<file path="config.mk">
export PLATFORM = sky130hd
export DESIGN_NAME = voice_irq_scanner
export DESIGN_NICKNAME = d
export VERILOG_FILES = /design/src/rtl/vis_pkg.sv /design/src/rtl/vis_first_set.sv /design/src/rtl/vis_onehot_dec.sv /design/src/rtl/voice_irq_scanner.sv
export SDC_FILE = /design/constraint.sdc
export NUM_CORES = 1
export LEC_CHECK = 0
export ABC_AREA = 1
export BUFFER_PORTS_ARGS = -buffer_cell sky130_fd_sc_hd__buf_4
export CAP_MARGIN = 15
export CORE_MARGIN = 2
export CORE_UTILIZATION = 45
export CTS_BUF_LIST = sky130_fd_sc_hd__clkbuf_16
export DETAILED_ROUTE_END_ITERATION = 6
export PLACE_DENSITY = 0.68
export SLEW_MARGIN = 10
export SYNTH_ARGS = -nofsm -noshare
export SYNTH_HDL_FRONTEND = slang
export SYNTH_SLANG_ARGS = --single-unit
</file>
<file path="constraint.sdc">
create_clock -name clk -period 8.3 [get_ports clk]
set_input_delay 0.415 -clock clk [delete_from_list [all_inputs] [get_ports clk]]
set_output_delay 0.415 -clock clk [all_outputs]
set_load 0.05 [all_outputs]
</file>
<file path="src/rtl/vis_pkg.sv">
package vis_pkg;
    localparam int VOICE_W = 5;
    localparam logic [7:0] ACK_CODE = 8'h8F;
    localparam logic [7:0] RES_NONE = 8'hE8;
    localparam logic [2:0] TAG_WT   = 3'b011;
    localparam logic [2:0] TAG_RAMP = 3'b100;

    function automatic logic [7:0] make_result(input logic [2:0] tag,
                                               input logic [VOICE_W-1:0] v);
        return {tag, v};
    endfunction
endpackage

</file>
<file path="src/rtl/vis_first_set.sv">
module vis_first_set #(
    parameter int W = 31,
    parameter int IDX_W = 5
) (
    input  logic [W-1:0]     req,
    output logic             found,
    output logic [IDX_W-1:0] idx
);
    always_comb begin
        found = 1'b0;
        idx   = '0;
        for (int i = W - 1; i >= 0; i--) begin
            if (req[i]) begin
                found = 1'b1;
                idx   = IDX_W'(i);
            end
        end
    end
endmodule

</file>
<file path="src/rtl/vis_onehot_dec.sv">
module vis_onehot_dec #(
    parameter int W = 31,
    parameter int IDX_W = 5
) (
    input  logic             en,
    input  logic [IDX_W-1:0] idx,
    output logic [W-1:0]     mask
);
    for (genvar g = 0; g < W; g++) begin : g_bit
        assign mask[g] = en && (idx == IDX_W'(g));
    end
endmodule

</file>
<file path="src/rtl/voice_irq_scanner.sv">
module voice_irq_scanner
    import vis_pkg::*;
#(
    parameter int NUM_VOICES = 31
) (
    input  logic                  clk,
    input  logic                  rst_n,
    input  logic [NUM_VOICES-1:0] wt_set,
    input  logic [NUM_VOICES-1:0] ramp_set,
    input  logic                  sel_wr,
    input  logic [7:0]            sel_data,
    input  logic                  board_clr,
    input  logic                  other_irq,
    output logic [7:0]            result,
    output logic [NUM_VOICES-1:0] wt_flag_clr,
    output logic [NUM_VOICES-1:0] ramp_flag_clr,
    output logic                  wt_summary,
    output logic                  ramp_summary,
    output logic                  irq_line
);
    localparam int NV = NUM_VOICES;

    typedef struct packed {
        logic [NV-1:0] wt_vec;
        logic [NV-1:0] rp_vec;
        logic          wt_sum;
        logic          rp_sum;
        logic [7:0]    res;
        logic [NV-1:0] wt_clr;
        logic [NV-1:0] rp_clr;
    } state_t;

    state_t st_q, st_d;

    logic                ack;
    logic                wt_found, rp_found;
    logic [VOICE_W-1:0]  wt_idx, rp_idx;
    logic [NV-1:0]       wt_mask, rp_mask;
    logic                serve_wt, serve_rp;

    assign ack      = sel_wr && (sel_data == ACK_CODE);
    assign serve_wt = ack && wt_found;
    assign serve_rp = ack && !wt_found && rp_found;

    vis_first_set #(.W(NV), .IDX_W(VOICE_W)) u_wt_pick (
        .req(st_q.wt_vec), .found(wt_found), .idx(wt_idx));
    vis_first_set #(.W(NV), .IDX_W(VOICE_W)) u_rp_pick (
        .req(st_q.rp_vec), .found(rp_found), .idx(rp_idx));

    vis_onehot_dec #(.W(NV), .IDX_W(VOICE_W)) u_wt_dec (
        .en(serve_wt), .idx(wt_idx), .mask(wt_mask));
    vis_onehot_dec #(.W(NV), .IDX_W(VOICE_W)) u_rp_dec (
        .en(serve_rp), .idx(rp_idx), .mask(rp_mask));

    always_comb begin
        st_d        = st_q;
        st_d.wt_clr = wt_mask;
        st_d.rp_clr = rp_mask;
        if (ack) begin
            if (serve_wt)      st_d.res = make_result(TAG_WT, wt_idx);
            else if (serve_rp) st_d.res = make_result(TAG_RAMP, rp_idx);
            else               st_d.res = RES_NONE;
        end
        // a fresh set strobe is applied after the clear, so it wins
        st_d.wt_vec = (st_q.wt_vec & ~wt_mask) | wt_set;
        st_d.rp_vec = (st_q.rp_vec & ~rp_mask) | ramp_set;
        if (|wt_set)
            st_d.wt_sum = 1'b1;
        else if (serve_wt && ((st_q.wt_vec & ~wt_mask) == '0))
            st_d.wt_sum = 1'b0;
        if (|ramp_set)
            st_d.rp_sum = 1'b1;
        else if (serve_rp && ((st_q.rp_vec & ~rp_mask) == '0))
            st_d.rp_sum = 1'b0;
        if (board_clr) begin
            st_d.wt_vec = '0;
            st_d.rp_vec = '0;
            st_d.wt_sum = 1'b0;
            st_d.rp_sum = 1'b0;
        end
    end

    always_ff @(posedge clk or negedge rst_n) begin
        if (!rst_n) begin
            st_q     <= '0;
            st_q.res <= RES_NONE;
        end else begin
            st_q <= st_d;
        end
    end

    assign result        = st_q.res;
    assign wt_flag_clr   = st_q.wt_clr;
    assign ramp_flag_clr = st_q.rp_clr;
    assign wt_summary    = st_q.wt_sum;
    assign ramp_summary  = st_q.rp_sum;
    assign irq_line      = st_q.wt_sum | st_q.rp_sum | other_irq;

    a_r1_no_scan_hold: assert property (@(posedge clk) disable iff (!rst_n)
        !(sel_wr && sel_data == ACK_CODE) |=> ($stable(result) && wt_flag_clr == '0
                                               && ramp_flag_clr == '0));

    a_r2_wt_first: assert property (@(posedge clk) disable iff (!rst_n)
        (ack && st_q.wt_vec != '0) |=> (result[7:5] == TAG_WT && ramp_flag_clr == '0));

    a_r3_one_served: assert property (@(posedge clk) disable iff (!rst_n)
        $countones({wt_flag_clr, ramp_flag_clr}) <= 1);

    a_r7_summary_tracks: assert property (@(posedge clk) disable iff (!rst_n)
        (wt_summary == (st_q.wt_vec != '0)) && (ramp_summary == (st_q.rp_vec != '0)));

    a_r9_board_clear: assert property (@(posedge clk) disable iff (!rst_n)
        board_clr |=> (!wt_summary && !ramp_summary));

    a_r10_set_wins: assert property (@(posedge clk) disable iff (!rst_n)
        (!board_clr && wt_set != '0) |=> ((st_q.wt_vec & $past(wt_set)) == $past(wt_set)));
endmodule

</file>
# Word-level counts from Yosys, hierarchy flattened
# Cells that the tools add are included.
word_totals:
  in_bits: 75
  out_inout_bits: 73
  register_bits: 134
  elab_cells: 284
classes:
  n_eq_ne: 61
  n_mux: 131
  n_reduce_logical: 77
  n_bitwise: 8
op_table:
  columns: ["cell", "n"]
  rows:
  - ["$mux 5", 62]
  - ["$eq 5x5->1 const B", 30]
  - ["$eq 5x4->1 const B", 16]
  - ["$logic_and 1x1->1", 68]
  - ["$mux 1", 66]
  - ["$mux 64", 1]
  - ["$and 31x31->31", 2]
  - ["$logic_not 31->1", 2]
  - ["$not 31->31", 2]
  - ["$or 31x31->31", 2]
  - ["$reduce_or 31->1", 2]
  - ["$eq 5x3->1 const B", 8]
  - ["$eq 5x2->1 const B", 4]
  - ["$eq 5x1->1 const B", 2]
  - ["$logic_not 5->1", 2]
  - ["$eq 8x8->1 const B", 1]
  - ["$mux 8", 1]
  - ["$mux 7", 1]
  - ["$reduce_bool 3->1", 2]
  - ["$or 1x1->1", 2]
  - ["$logic_not 1->1", 1]

# Logic depth before layout (Yosys ltp)
# Gate-level depths: netlist (run 1).
logic_depth:
  word_depth: 42
  depth_mapped: 39

# Hierarchy
# Synthesis (run 1) repeated with hierarchy kept, for this count alone.
unflattened:
  cells_unflattened: 957
  area_unflattened_um2: 7016.7
by_module_without_submodules:
  columns: ["module", "n_inst", "seq_area_each_um2", "area_per_inst_um2", "cells_each"]
  rows:
  - ["voice_irq_scanner", 1, 3331.9, 5600.4, 615]
  - ["vis_first_set", 2, 0.0, 437.9, 102]
  - ["vis_onehot_dec", 2, 0.0, 270.3, 69]

# Worst setup path after synthesis (run 1)
# Ideal clock, no wire load.
synth_path:
  path_type: "register to register"
  startpoint: "reg st_q[131] (netlist name)"
  endpoint: "reg st_q, in the netlist wt_summary"
  slack_ns: 5.705
  stages_incl_launch_ff: 37
  t_arrival_ns: 2.460
  required_time_ns: 8.165
  synth_period_minus_slack_ns: 2.595
  path_cell_list: "dfrtp_1 > inv_1 > nand2_1 > nand2_1 > nand2_1 > nand2_1 > nand2_1 > nand2_1 > nand2_1 > nand2_1 > nand2_1 > nand2_1 > nand2_1 > nand2_1 > nand2_1 > nand2_1 > nand2_1 > nand2_1 > nand2_1 > nand2_1 > nand2_1 > nand2_1 > nand2_1 > nand2_1 > nand2_1 > nand2_1 > nand2_2 > nand2_4 > nand4_1 > o21ai_1 > nand2_1 > nor2_1 > nand2_1 > nor2_2 > nand2_1 > o21bai_1 > a21oi_1"
synth_between:
  elab_chain_cells: 36
  word_cells_on_any_way: 126
  classes_between: "eq/ne (30); mux (58); bitwise (2); reduce/logical (36)"
synth_lines:
  columns: ["item", "line", "rtl"]
  rows:
  - ["from (decl)", "voice_irq_scanner.sv:33", "state_t st_q, st_d;"]
  - ["from (signal assigned)", "voice_irq_scanner.sv:88", "st_q <= st_d;"]
  - ["$mux 5 or $mux 1 (tied branches) (29 in a row)", "vis_first_set.sv:13", "if (req[i]) begin"]
  - ["$eq 5x1->1, or another cell as far along", "vis_onehot_dec.sv:10", "assign mask[g] = en && (idx == IDX_W'(g));"]
  - ["$logic_and 1x1->1", "vis_onehot_dec.sv:10", null]
  - ["$not 31->31", "voice_irq_scanner.sv:69", "else if (serve_wt && ((st_q.wt_vec & ~wt_mask) == '0))"]
  - ["$and 31x31->31", "voice_irq_scanner.sv:69", null]
  - ["$logic_not 31->1", "voice_irq_scanner.sv:69", null]
  - ["$logic_and 1x1->1 *", "voice_irq_scanner.sv:69", null]
  - ["$reduce_bool 3->1 (no line) *", null, null]
# Every way passes the cells marked *; elsewhere a longest branch is shown, timed or not.
# A chain may end at the register's enable or synchronous reset.

# Final worst setup path (run 1)
layout_path:
  startpoint: "reg st_q[106] (netlist name)"
  endpoint: "reg st_q, in the netlist ramp_summary"
layout_between:
  elab_chain_cells: 13
  word_cells_on_any_way: 43
  classes_between: "mux (4); bitwise (2); reduce/logical (37)"
layout_lines:
  columns: ["item", "line", "rtl"]
  rows:
  - ["$mux 1 * (4 in a row)", "vis_first_set.sv:13", null]
  - ["$logic_not 1->1 *", "voice_irq_scanner.sv:43", "assign serve_rp = ack && !wt_found && rp_found;"]
  - ["$logic_and 1x1->1 * (2 in a row)", "voice_irq_scanner.sv:43", null]
  - ["$logic_and 1x1->1", "vis_onehot_dec.sv:10", null]
  - ["$not 31->31", "voice_irq_scanner.sv:73", "else if (serve_rp && ((st_q.rp_vec & ~rp_mask) == '0))"]
  - ["$and 31x31->31", "voice_irq_scanner.sv:73", null]
  - ["$logic_not 31->1", "voice_irq_scanner.sv:73", null]
  - ["$logic_and 1x1->1 *", "voice_irq_scanner.sv:73", null]
  - ["$reduce_bool 3->1 (no line) *", null, null]
# Marked as above.

==> impl_metrics.py, run 1 <==
metrics = {
    "pwr": {
        "powerDensity_mw_per_mm2": 192,
        "p_leak_nw": 4.75,
        "irDropWorstVdd_mv": 0.155,
        "power.total_w": 0.00161,
    },
    "route": {
        "drt_first_pass_iters": 5,
        "avgRoutedWirePerCell_um": 15.6,
        "vias": 5935,
        "ant_nets": 0,
        "avgViaCountPerCell": 5.00,
        "drc": 0,
        "drt_wl_total_um": 18600,
        "drt_iter0_drc": 436,
    },
    "floorplan": {
        "dieArea_sq_mm": 0.0167,
        "fp.dieW_um": 129,
        "core_area_sq_mm": 0.0153,
        "start_util_pct": 46.1,
        "row_count": 45,
        "ioPinCount": 148,
        "die_h_um": 129,
    },
    "final_layout": {
        "diodes": 0,
        "fill_cells": 1445,
        "fin_nets": 1039,
        "drive_gt1_share_pct": 22.7,
        "syn2layout_area_growth_pct": 19.0,
    },
    "hold_path": {
        "hp-class": "primary input to asynchronous set/reset pin",
    },
    "logic_synthesis": {
        "syn_area_per_cell_sq_um": 7.99,
        "ys_seq_area_share_pct": 47.3,
        "syn_nets": 956,
        "synth_warnings": 0,
        "synth.area.top_cells": "dfrtp_1 (46%), inv_1 (9.3%), nand2_1 (9.3%)",
        "synthCells": 881,
        "synth_top_area_cell": "dfrtp_1",
        "netlist_area_sq_mm": 0.00704,
        "synth_top_area_share_pct": 46.2,
        "synth_cell_types": 32,
        "ys_seq_elements": 133,
    },
    "critical_path": {
        "cp_common_cell": "nand2_1",
        "r2r_start": "st_q[106]$_DFF_PN0_",
        "criticalPathCategory": "register to register",
        "r2r_slack_ns": 4.70,
        "cp_slowest_cell": "nand2_1",
        "max_stage_delay_ns": 0.42,
        "crit_chain": "nor4_1, nand2_1, inv_1, nand2_1, nor3_2, inv_2, nor2_1, inv_2, nor2_1, nand2_1, inv_2, nand4_1, nand2_1, nand2_1, nor2_1, nand2_1, nor2_1, nand2_1, o21bai_1, a21oi_1",
        "arrival_ns": 3.88,
        "startpoint_type": "register",
        "worstSetupEndpointType": "register",
        "worstReg2RegEnd": "ramp_summary$_DFFE_PN0P_",
        "critPathRequiredTime_ns": 8.57,
        "ff2ff_path_depth": 20,
        "crit_fanout": 16,
    },
    "sta": {
        "max_freq_mhz": 277,
        "grt_setup_unrepaired": "false",
        "min_period_ns": 3.60,
        "fin_skew_ns": 0.00648,
        "relSlewSlack_pct": 33.2,
        "hold_viol_final": 0,
        "worstMarginPinSlew_ns": 1.00,
        "setup_viol": 0,
        "min_period_over_period_pct": 43.4,
        "slew_viol_final": 0,
        "setup_tns_ns": 0,
    },
    "place": {
        "gp_congestion": 0.939,
        "io_buffers": 147,
        "hpwlAfterDp_um": 14100,
    },
    "global_route": {
        "grt_max_degree": 82,
        "grt_first_pass_wirelength_um": 29200,
        "overflow": 0,
        "antenna_found_initial": 0,
        "grt_usage_pct": 23.0,
        "grt_pass1_vias": 5720,
    },
    "clock_tree": {
        "cts_hold_repair.buffers": 0,
        "cts.clk_slew.worst_paths_ns": 0.06,
        "cts_tree": "yes",
        "ctsResizeCount": 0,
        "postCtsSetupRepairBufs": 0,
        "clk_latency_ns": 0.42,
        "numCtsBuffers": 17,
        "clkSinkCount": 133,
        "clockBufferDepth": 2,
        "root_buffer": "clkbuf_16",
        "htreeDepth": 4,
    },
    "status": {
        "outcome": "finished clean",
    },
    "run": {
        "drv_cap": 0,
    },
}
## state kept, by name (all words and copies together), names as in the netlist
register / flops
wt_flag_clr: 31
ramp_summary: 1
st_q: 62
ramp_flag_clr: 31
result: 7
wt_summary: 1
## synth_stat cells
cell type and instances:
dfrtp_1 130, inv_2 8, buf_1 1, nand4_1 44
nor3_1 4, nand2_4 3, o21bai_2 2, a21oi_2 1
a21oi_1 69, nor3_2 3, o21bai_1 2, o211ai_1 2
dfstp_2 3, nand3_1 12, nor2_4 1, o21ai_1 23
nand2_1 174, nor4_1 16, clkbuf_1 10, o311ai_1 2
o21ai_2 2, nor2_2 4, nor2_1 88, nor3b_1 3
nand2_8 6, buf_4 71, nand4_2 10, inv_1 174
buf_2 2, nand2_2 5, o21ai_0 2, o221ai_1 4
## through the flow
step           std cells  setup WS (ns)  area, sq um  hold slack [ns]  util (%)
6_report            1188           4.70         8380           0.0282      54.9
5_1_grt             1188           4.30         8380           0.0751      54.9
4_1_cts             1188           4.74         8380           0.0533      54.9
3_5_place_dp        1156           4.81         7830            0.460      51.3
3_3_place_gp        1156           4.80         7830            0.458      51.3
2_1_floorplan        881           5.70         7040            0.119         -
## layout make-up
cell class              count  area, sq um  share of cell area, %
inverters                 182          683                   8.15
repair buffers            148         1110                   13.3
multi-input cells         482         2440                   29.1
clock inverters            15          123                   1.46
clock buffers              17          425                   5.08
flip-flops and latches    133         3330                   39.8
well taps                 211          264                   3.15
## critical path: cells and delay by family (launching register included)
family | cells | cell delay (ns)
AO/OA/AOI/OAI | 2 | 0.22
AND/OR/NAND/NOR | 14 | 2.30
flip-flops | 1 | 0.40
buffers and inverters | 4 | 0.52
## report_power, final
group / total (W) / leakage [nW] / internal (W) / switching [W]
combinational: 0.000212 / 2.73 / 0.0000728 / 0.000139
clock: 0.000702 / 0.275 / 0.000431 / 0.000271
sequential: 0.000691 / 1.75 / 0.000671 / 0.0000193
## metal layers
layer / wire length, um / global-route usage, % / vias to the layer above
li1: - / - / 2885
met1: 8630 / 32.7 / 2745
met2: 8000 / 33.6 / 271
met3: 1480 / 6.03 / 34
met4: 480 / 9.46 / 0
met5: 0 / 0 / -
## cells by family (layout without fill, tap and decap cells)
logic type             Yosys count  after routing  share of synthesized area, %
AOI/OAI and AO/OA              109            109                          8.55
buffers and inverters          266            362                          18.0
DFF                            133            133                          47.3
and+or+nand+nor                373            373                          26.1
## cell usage in the layout (no fill, tap or decap), types with 12 or more instances in the layout
cell       synthesis  routed
nand2_1          174     174
o21ai_1           23      23
a21oi_1           69      69
dfrtp_1          130     130
nand3_1           12      12
nand4_1           44      44
nor4_1            16      16
buf_4             71     148
clkbuf_16          0      17
nor2_1            88      88
inv_1            174     176
## worst max path at each step
stage,from,to
after detailed placement,st_q[127]$_DFF_PN0_,ramp_summary$_DFFE_PN0P_
after floorplan,st_q[131]$_DFF_PN0_,wt_summary$_DFFE_PN0P_
after CTS,st_q[127]$_DFF_PN0_,ramp_summary$_DFFE_PN0P_
final,st_q[106]$_DFF_PN0_,ramp_summary$_DFFE_PN0P_
after global routing,st_q[127]$_DFF_PN0_,ramp_summary$_DFFE_PN0P_
after global placement,st_q[106]$_DFF_PN0_,ramp_summary$_DFFE_PN0P_
Power figures use the tool's default switching activity.
==> inputs of run 2 (changes only) <==
--- a/config.mk
+++ b/config.mk
@@ -12,7 +12,7 @@
 export CORE_UTILIZATION = 45
 export CTS_BUF_LIST = sky130_fd_sc_hd__clkbuf_16
 export DETAILED_ROUTE_END_ITERATION = 6
-export PLACE_DENSITY = 0.68
+export PLACE_DENSITY = 0.7
 export SLEW_MARGIN = 10
 export SYNTH_ARGS = -nofsm -noshare
 export SYNTH_HDL_FRONTEND = slang
==> constraint.sdc (replaced) <==
create_clock -name clk -period 2.9 [get_ports clk]
set_input_delay 0.145 -clock clk [delete_from_list [all_inputs] [get_ports clk]]
set_output_delay 0.145 -clock clk [all_outputs]
set_load 0.05 [all_outputs]
==> impl_metrics.py, run 2 (synthesis results as in run 1) <==
metrics = {
    "sta": {
        "min_period_over_period_pct": 116,
        "worstMarginPinSlew_ns": 0.681,
        "slew_viol_final": 0,
        "relSlewSlack_pct": 54.6,
        "min_period_ns": 3.36,
        "hold_viol_final": 1,
        "grt_setup_unrepaired": "true",
        "fin_skew_ns": 0.0116,
        "max_freq_mhz": 298,
        "timing.hold.ws_ns": -0.00247,
        "setup_viol": 3,
        "setup_tns_ns": -0.907,
        "timing.final.ws_setup_ns": -0.457,
    },
    "critical_path": {
        "cp_common_cell": "nand2_1",
        "startpoint_type": "register",
        "criticalPathCategory": "register to register",
        "crit_fanout": 7,
        "worstSetupEndpointType": "register",
        "critPathRequiredTime_ns": 3.17,
        "arrival_ns": 3.63,
        "crit_chain": "buf_4, buf_4, nor4_1, buf_4, nand2_1, nor3_2, inv_2, nor2_1, inv_2, nor2_1, nand2_1, inv_2, buf_4, nand4_1, nand2_1, nand2_1, nor2_1, nand2_1, o21bai_1, a21oi_1",
        "max_stage_delay_ns": 0.40,
        "cp_slowest_cell": "dfrtp_1",
    },
    "pwr": {
        "share_seq_of_total_power_pct": 42.0,
        "p_leak_nw": 5.70,
        "irDropWorstVdd_mv": 0.421,
        "comb_power_share_pct": 19.1,
        "powerDensity_mw_per_mm2": 453,
        "net-switching-power_w": 0.00132,
        "p_clk_share_pct": 38.8,
        "p_int_w": 0.00339,
        "netSwitchingFraction_pct": 28.0,
    },
    "floorplan": {
        "core_area_sq_mm": 0.0153,
        "start_util_pct": 46.1,
        "ioPinCount": 148,
        "fp.dieW_um": 129,
        "row_count": 45,
        "die_h_um": 129,
        "dieArea_sq_mm": 0.0167,
    },
    "clock_tree": {
        "numCtsBuffers": 17,
        "clk_latency_ns": 0.42,
        "cts_tree": "yes",
        "clkSinkCount": 133,
        "cts.clk_slew.worst_paths_ns": 0.06,
        "clockBufferDepth": 2,
        "htreeDepth": 4,
        "root_buffer": "clkbuf_16",
    },
    "final_layout": {
        "mostFrequentLayoutCell": "buf_4",
        "regMostFlops": "st_q",
        "fin_nets": 1257,
        "final_area_sq_mm": 0.0104,
        "syn2layout_area_growth_pct": 47.7,
        "largest_reg_flops": 62,
        "final_cell_mix": "buf_4 (304), nand2_1 (169), inv_1 (165)",
        "drive_gt1_share_pct": 36.3,
        "diodes": 0,
    },
    "status": {
        "outcome": "complete, but fails checks",
        "violations": "negative hold slack, negative setup slack",
    },
    "global_route": {
        "grt_max_degree": 69,
        "grt_first_pass_wirelength_um": 32600,
        "antenna_found_initial": 0,
        "overflow": 0,
        "grt_usage_pct": 25.6,
        "grt_pass1_vias": 6470,
    },
    "run": {
        "drv_cap": 0,
    },
    "route": {
        "avgRoutedWirePerCell_um": 15.2,
        "ant_nets": 0,
        "avgViaCountPerCell": 4.87,
        "drc": 0,
        "vias": 6842,
        "drt_first_pass_iters": 5,
        "drt_wl_total_um": 21400,
        "drt_iter0_drc": 431,
    },
    "place": {
        "gp_congestion": 0.949,
        "place_ws_ns": -0.285,
        "io_buffers": 147,
        "placed_area_sq_mm": 0.00898,
        "hpwlAfterDp_um": 15600,
    },
    "hold_path": {
        "hp-class": "primary input to register",
    },
}
## run 2: cell types whose count changed in the layout (fill, tap and decap cells not counted), sizes merged
cell,delta
buf,+174
dlygate4sd3,+42
bufinv,-2
clkinvlp,+2
nand2,+2
clkinv,-1
inv,-1
## run 2: final timing paths
kind / startpoint / end / slack (ns) / depth (start not counted)
min reg2reg: result[3]$_DFFE_PN1P_ / result[3]$_DFFE_PN1P_ / 0.49 / 2
max reg2reg: st_q[130]$_DFF_PN0_ / ramp_summary$_DFFE_PN0P_ / -0.46 / 20
min in group asynchronous: rst_n / st_q[85]$_DFF_PN0_ / 0.20 / 2
min: ramp_set[13] / st_q[85]$_DFF_PN0_ / -0.002 / 3
max in group asynchronous: rst_n / st_q[112]$_DFF_PN0_ / 1.88 / 3
max: st_q[130]$_DFF_PN0_ / ramp_summary$_DFFE_PN0P_ / -0.46 / 20
## run 2: final cells by class
type,count,area [sq um]
Tap cell,211,264
Multi-Input combinational cell,484,2670
Timing Repair Buffer,364,2950
Clock buffer,17,425
Fill cell,1253,4860
Sequential cell,133,3330
Clock inverter,13,71.3
Inverter,182,686
## run 2: metrics by stage
step,util (%),hold slack [ns],total power [W],instances
finish,68.1,-0.00247,0.00471,1404
global route,68.1,0.00187,0.00491,1404
CTS,65.5,0.000246,0.00465,1382
detailed placement,58.8,0.104,0.00276,1302
global placement,58.8,0.110,0.00276,1302
floorplan,-,-0.151,0.00238,881
## run 2: what timing repair did
item / in CTS / in global routing
gates cloned: 0 / 2
hold buffers: 42 / 0
gates resized for setup: 10 / 57
pin swaps: 10 / 31
buffers inserted: 8 / 28
setup endpoints to repair: 2 / 57
hold endpoints to repair: 70 / 0
## run 2: critical path: cells and delay by family, from the launching register on
kind                   cells  cell delay (ns)
and+or+nand+nor           11             1.70
AOI/OAI and AO/OA          2             0.25
buffers and inverters      7             0.84
DFF                        1             0.40
## run 2: power by group through the flow
stage / Combinational [W] / Sequential (W) / Clock [W]
floorplan: 0.000386 / 0.00200 / 0
detailed placement: 0.000755 / 0.00201 / 0
finish: 0.000901 / 0.00198 / 0.00183
global route: 0.000987 / 0.00198 / 0.00194
global placement: 0.000751 / 0.00200 / 0
CTS: 0.000823 / 0.00197 / 0.00185
## run 2: layer usage
metal  GRT usage [%]  vias to the layer above  part of all wire (%)  wire length [um]
li1                -                     3320                     -                 -
met1            35.5                     3232                    45              9610
met2            39.7                      252                    47              9980
met3            6.07                       38                   6.3              1340
met4            9.08                        0                   2.1               456
met5               0                        -                     0                 0
==> inputs of run 3 (changes only) <==
==> constraint.sdc (replaced) <==
create_clock -name clk -period 2.71 [get_ports clk]
set_input_delay 0.1355 -clock clk [delete_from_list [all_inputs] [get_ports clk]]
set_output_delay 0.1355 -clock clk [all_outputs]
set_load 0.05 [all_outputs]
==> impl_metrics.py, run 3 (synthesis results as in run 1) <==
metrics = {
    "sta": {
        "timing.final.ws_setup_ns": -0.661,
        "slew_viol_final": 0,
        "min_period_over_period_pct": 124,
        "grt_setup_unrepaired": "true",
        "setup_viol": 66,
        "hold_viol_final": 0,
        "relSlewSlack_pct": 52.9,
        "min_period_ns": 3.37,
        "max_freq_mhz": 297,
        "worstMarginPinSlew_ns": 0.706,
        "timing.hold.ws_ns": 0.00896,
        "fin_skew_ns": 0.00891,
    },
    "pwr": {
        "irDropWorstVdd_mv": 0.440,
        "powerDensity_mw_per_mm2": 496,
        "p_leak_nw": 6.03,
        "power.total_w": 0.00555,
    },
    "critical_path": {
        "r2r_start": "st_q[100]$_DFF_PN0_",
        "criticalPathCategory": "register to register",
        "critPathRequiredTime_ns": 2.98,
        "cp_slowest_cell": "dfrtp_1",
        "cp_common_cell": "nand2_1",
        "r2r_slack_ns": -0.66,
        "arrival_ns": 3.64,
        "crit_fanout": 6,
        "startpoint_type": "register",
        "worstReg2RegEnd": "ramp_summary$_DFFE_PN0P_",
        "max_stage_delay_ns": 0.36,
        "ff2ff_path_depth": 38,
        "worstSetupEndpointType": "register",
    },
    "floorplan": {
        "dieArea_sq_mm": 0.0167,
        "row_count": 45,
        "core_area_sq_mm": 0.0153,
        "fp.dieW_um": 129,
        "die_h_um": 129,
        "start_util_pct": 46.1,
        "ioPinCount": 148,
    },
    "global_route": {
        "overflow": 0,
        "grt_pass1_vias": 7218,
        "antenna_found_initial": 0,
        "grt_usage_pct": 28.4,
        "grt_max_degree": 65,
        "grt_first_pass_wirelength_um": 36100,
    },
    "final_layout": {
        "fill_cells": 1103,
        "diodes": 0,
        "fin_nets": 1321,
        "seqCellArea_sq_mm": 0.00333,
        "largest_reg_flops": 62,
        "regMostFlops": "st_q",
        "mostFrequentLayoutCell": "buf_4",
        "final_cell_mix": "buf_4 (343), nand2_1 (161), inv_1 (146)",
        "fin_util_pct": 73.3,
        "syn2layout_area_growth_pct": 59.0,
        "drive_gt1_share_pct": 43.8,
        "multi_input_area_sq_mm": 0.00283,
    },
    "status": {
        "outcome": "complete, but fails checks",
        "violations": "negative setup slack",
    },
    "clock_tree": {
        "cts.clk_slew.worst_paths_ns": 0.06,
        "root_buffer": "clkbuf_16",
        "cts_tree": "yes",
        "clockBufferDepth": 2,
        "clk_latency_ns": 0.43,
        "clkSinkCount": 133,
        "htreeDepth": 4,
        "numCtsBuffers": 17,
    },
    "route": {
        "drt_wl_total_um": 24000,
        "drc": 0,
        "drt_iter0_drc": 523,
        "vias": 7463,
        "avgRoutedWirePerCell_um": 16.4,
        "avgViaCountPerCell": 5.08,
        "ant_nets": 0,
        "drt_first_pass_iters": 5,
    },
    "hold_path": {
        "min_delay_path_depth": 3,
        "worstHoldEndpoint": "st_q[130]$_DFF_PN0_",
        "hp-class": "primary input to register",
        "hp-start": "wt_set[27]",
    },
    "place": {
        "io_buffers": 147,
        "gp_congestion": 1.01,
        "hpwlAfterDp_um": 16000,
    },
    "run": {
        "drv_cap": 0,
    },
}
## run 3: changes by cell type in the layout (fill, tap and decap cells not counted), moves of 3 or more
| cell | previous run | this run |
|---|---|---|
| o21ai_1 | 8 | 1 |
| nor2_1 | 84 | 63 |
| buf_6 | 13 | 29 |
| inv_2 | 17 | 37 |
| o21ai_2 | 17 | 25 |
| nor2_2 | 7 | 22 |
| clkinv_1 | 5 | 1 |
| buf_4 | 304 | 343 |
| nor2_4 | 2 | 8 |
| nand2_1 | 169 | 161 |
| dlygate4sd3_1 | 42 | 53 |
| bufinv_16 | 0 | 3 |
| inv_1 | 165 | 146 |
| nand2_2 | 7 | 16 |
## run 3: stage by stage
step	area (sq um)	setup TNS, ns	worst slack [ns]	cells
after floorplan	7040	0	0.115	881
after global placement	9330	-1.48	-0.387	1351
after detailed placement	9330	-1.64	-0.420	1351
after CTS	10900	-2.56	-0.388	1474
after global routing	11200	-34.71	-0.905	1470
final	11200	-10.06	-0.661	1470
## run 3: layout make-up
| class | count | area share [%] |
|---|---|---|
| sequential | 133 | 29.8 |
| multi-input combinational | 484 | 25.3 |
| timing repair buffer | 428 | 31.2 |
| clock inverter | 15 | 1.48 |
| clock buffer | 17 | 3.80 |
| inverter | 182 | 6.11 |
| tap | 211 | 2.36 |
## run 3: worst max-delay path: cells and delay by family (launching register included)
| kind | cells | cell delay [ns] |
|---|---|---|
| buffers and inverters | 2 | 0.18 |
| DFF | 1 | 0.36 |
| AOI/OAI and AO/OA | 2 | 0.25 |
| and+or+nand+nor | 34 | 2.42 |
## run 3: routing by layer
| metal | wire [um] | share of wire (%) | track usage (%) |
|---|---|---|---|
| met1 | 9960 | 41 | 38.4 |
| met2 | 11200 | 47 | 44.4 |
| met3 | 2050 | 8.5 | 6.32 |
| met4 | 801 | 3.3 | 12.1 |
| met5 | 0 | 0 | 0 |
## run 3: where the power goes
group	switching (W)	internal, W	total [W]
sequential	0.0000613	0.00206	0.00212
combinational	0.000584	0.000525	0.00111
clock	0.000888	0.00143	0.00232
total	0.00153	0.00401	0.00555
## run 3: worst max-delay path by stage
stage	startpoint	end
final	st_q[100]$_DFF_PN0_	ramp_summary$_DFFE_PN0P_
after CTS	st_q[101]$_DFF_PN0_	ramp_summary$_DFFE_PN0P_
after floorplan	st_q[131]$_DFF_PN0_	wt_summary$_DFFE_PN0P_
after global routing	st_q[100]$_DFF_PN0_	ramp_summary$_DFFE_PN0P_
after global placement	st_q[100]$_DFF_PN0_	ramp_summary$_DFFE_PN0P_
after detailed placement	st_q[131]$_DFF_PN0_	wt_summary$_DFFE_PN0P_
## run 3: what timing repair did
item	in CTS	in global routing
pin swaps	18	38
gates cloned	1	1
buffers inserted	37	40
endpoints found under the hold margin	98	0
hold buffers	53	0
gates resized for setup	29	121
endpoints found under the setup margin	32	124
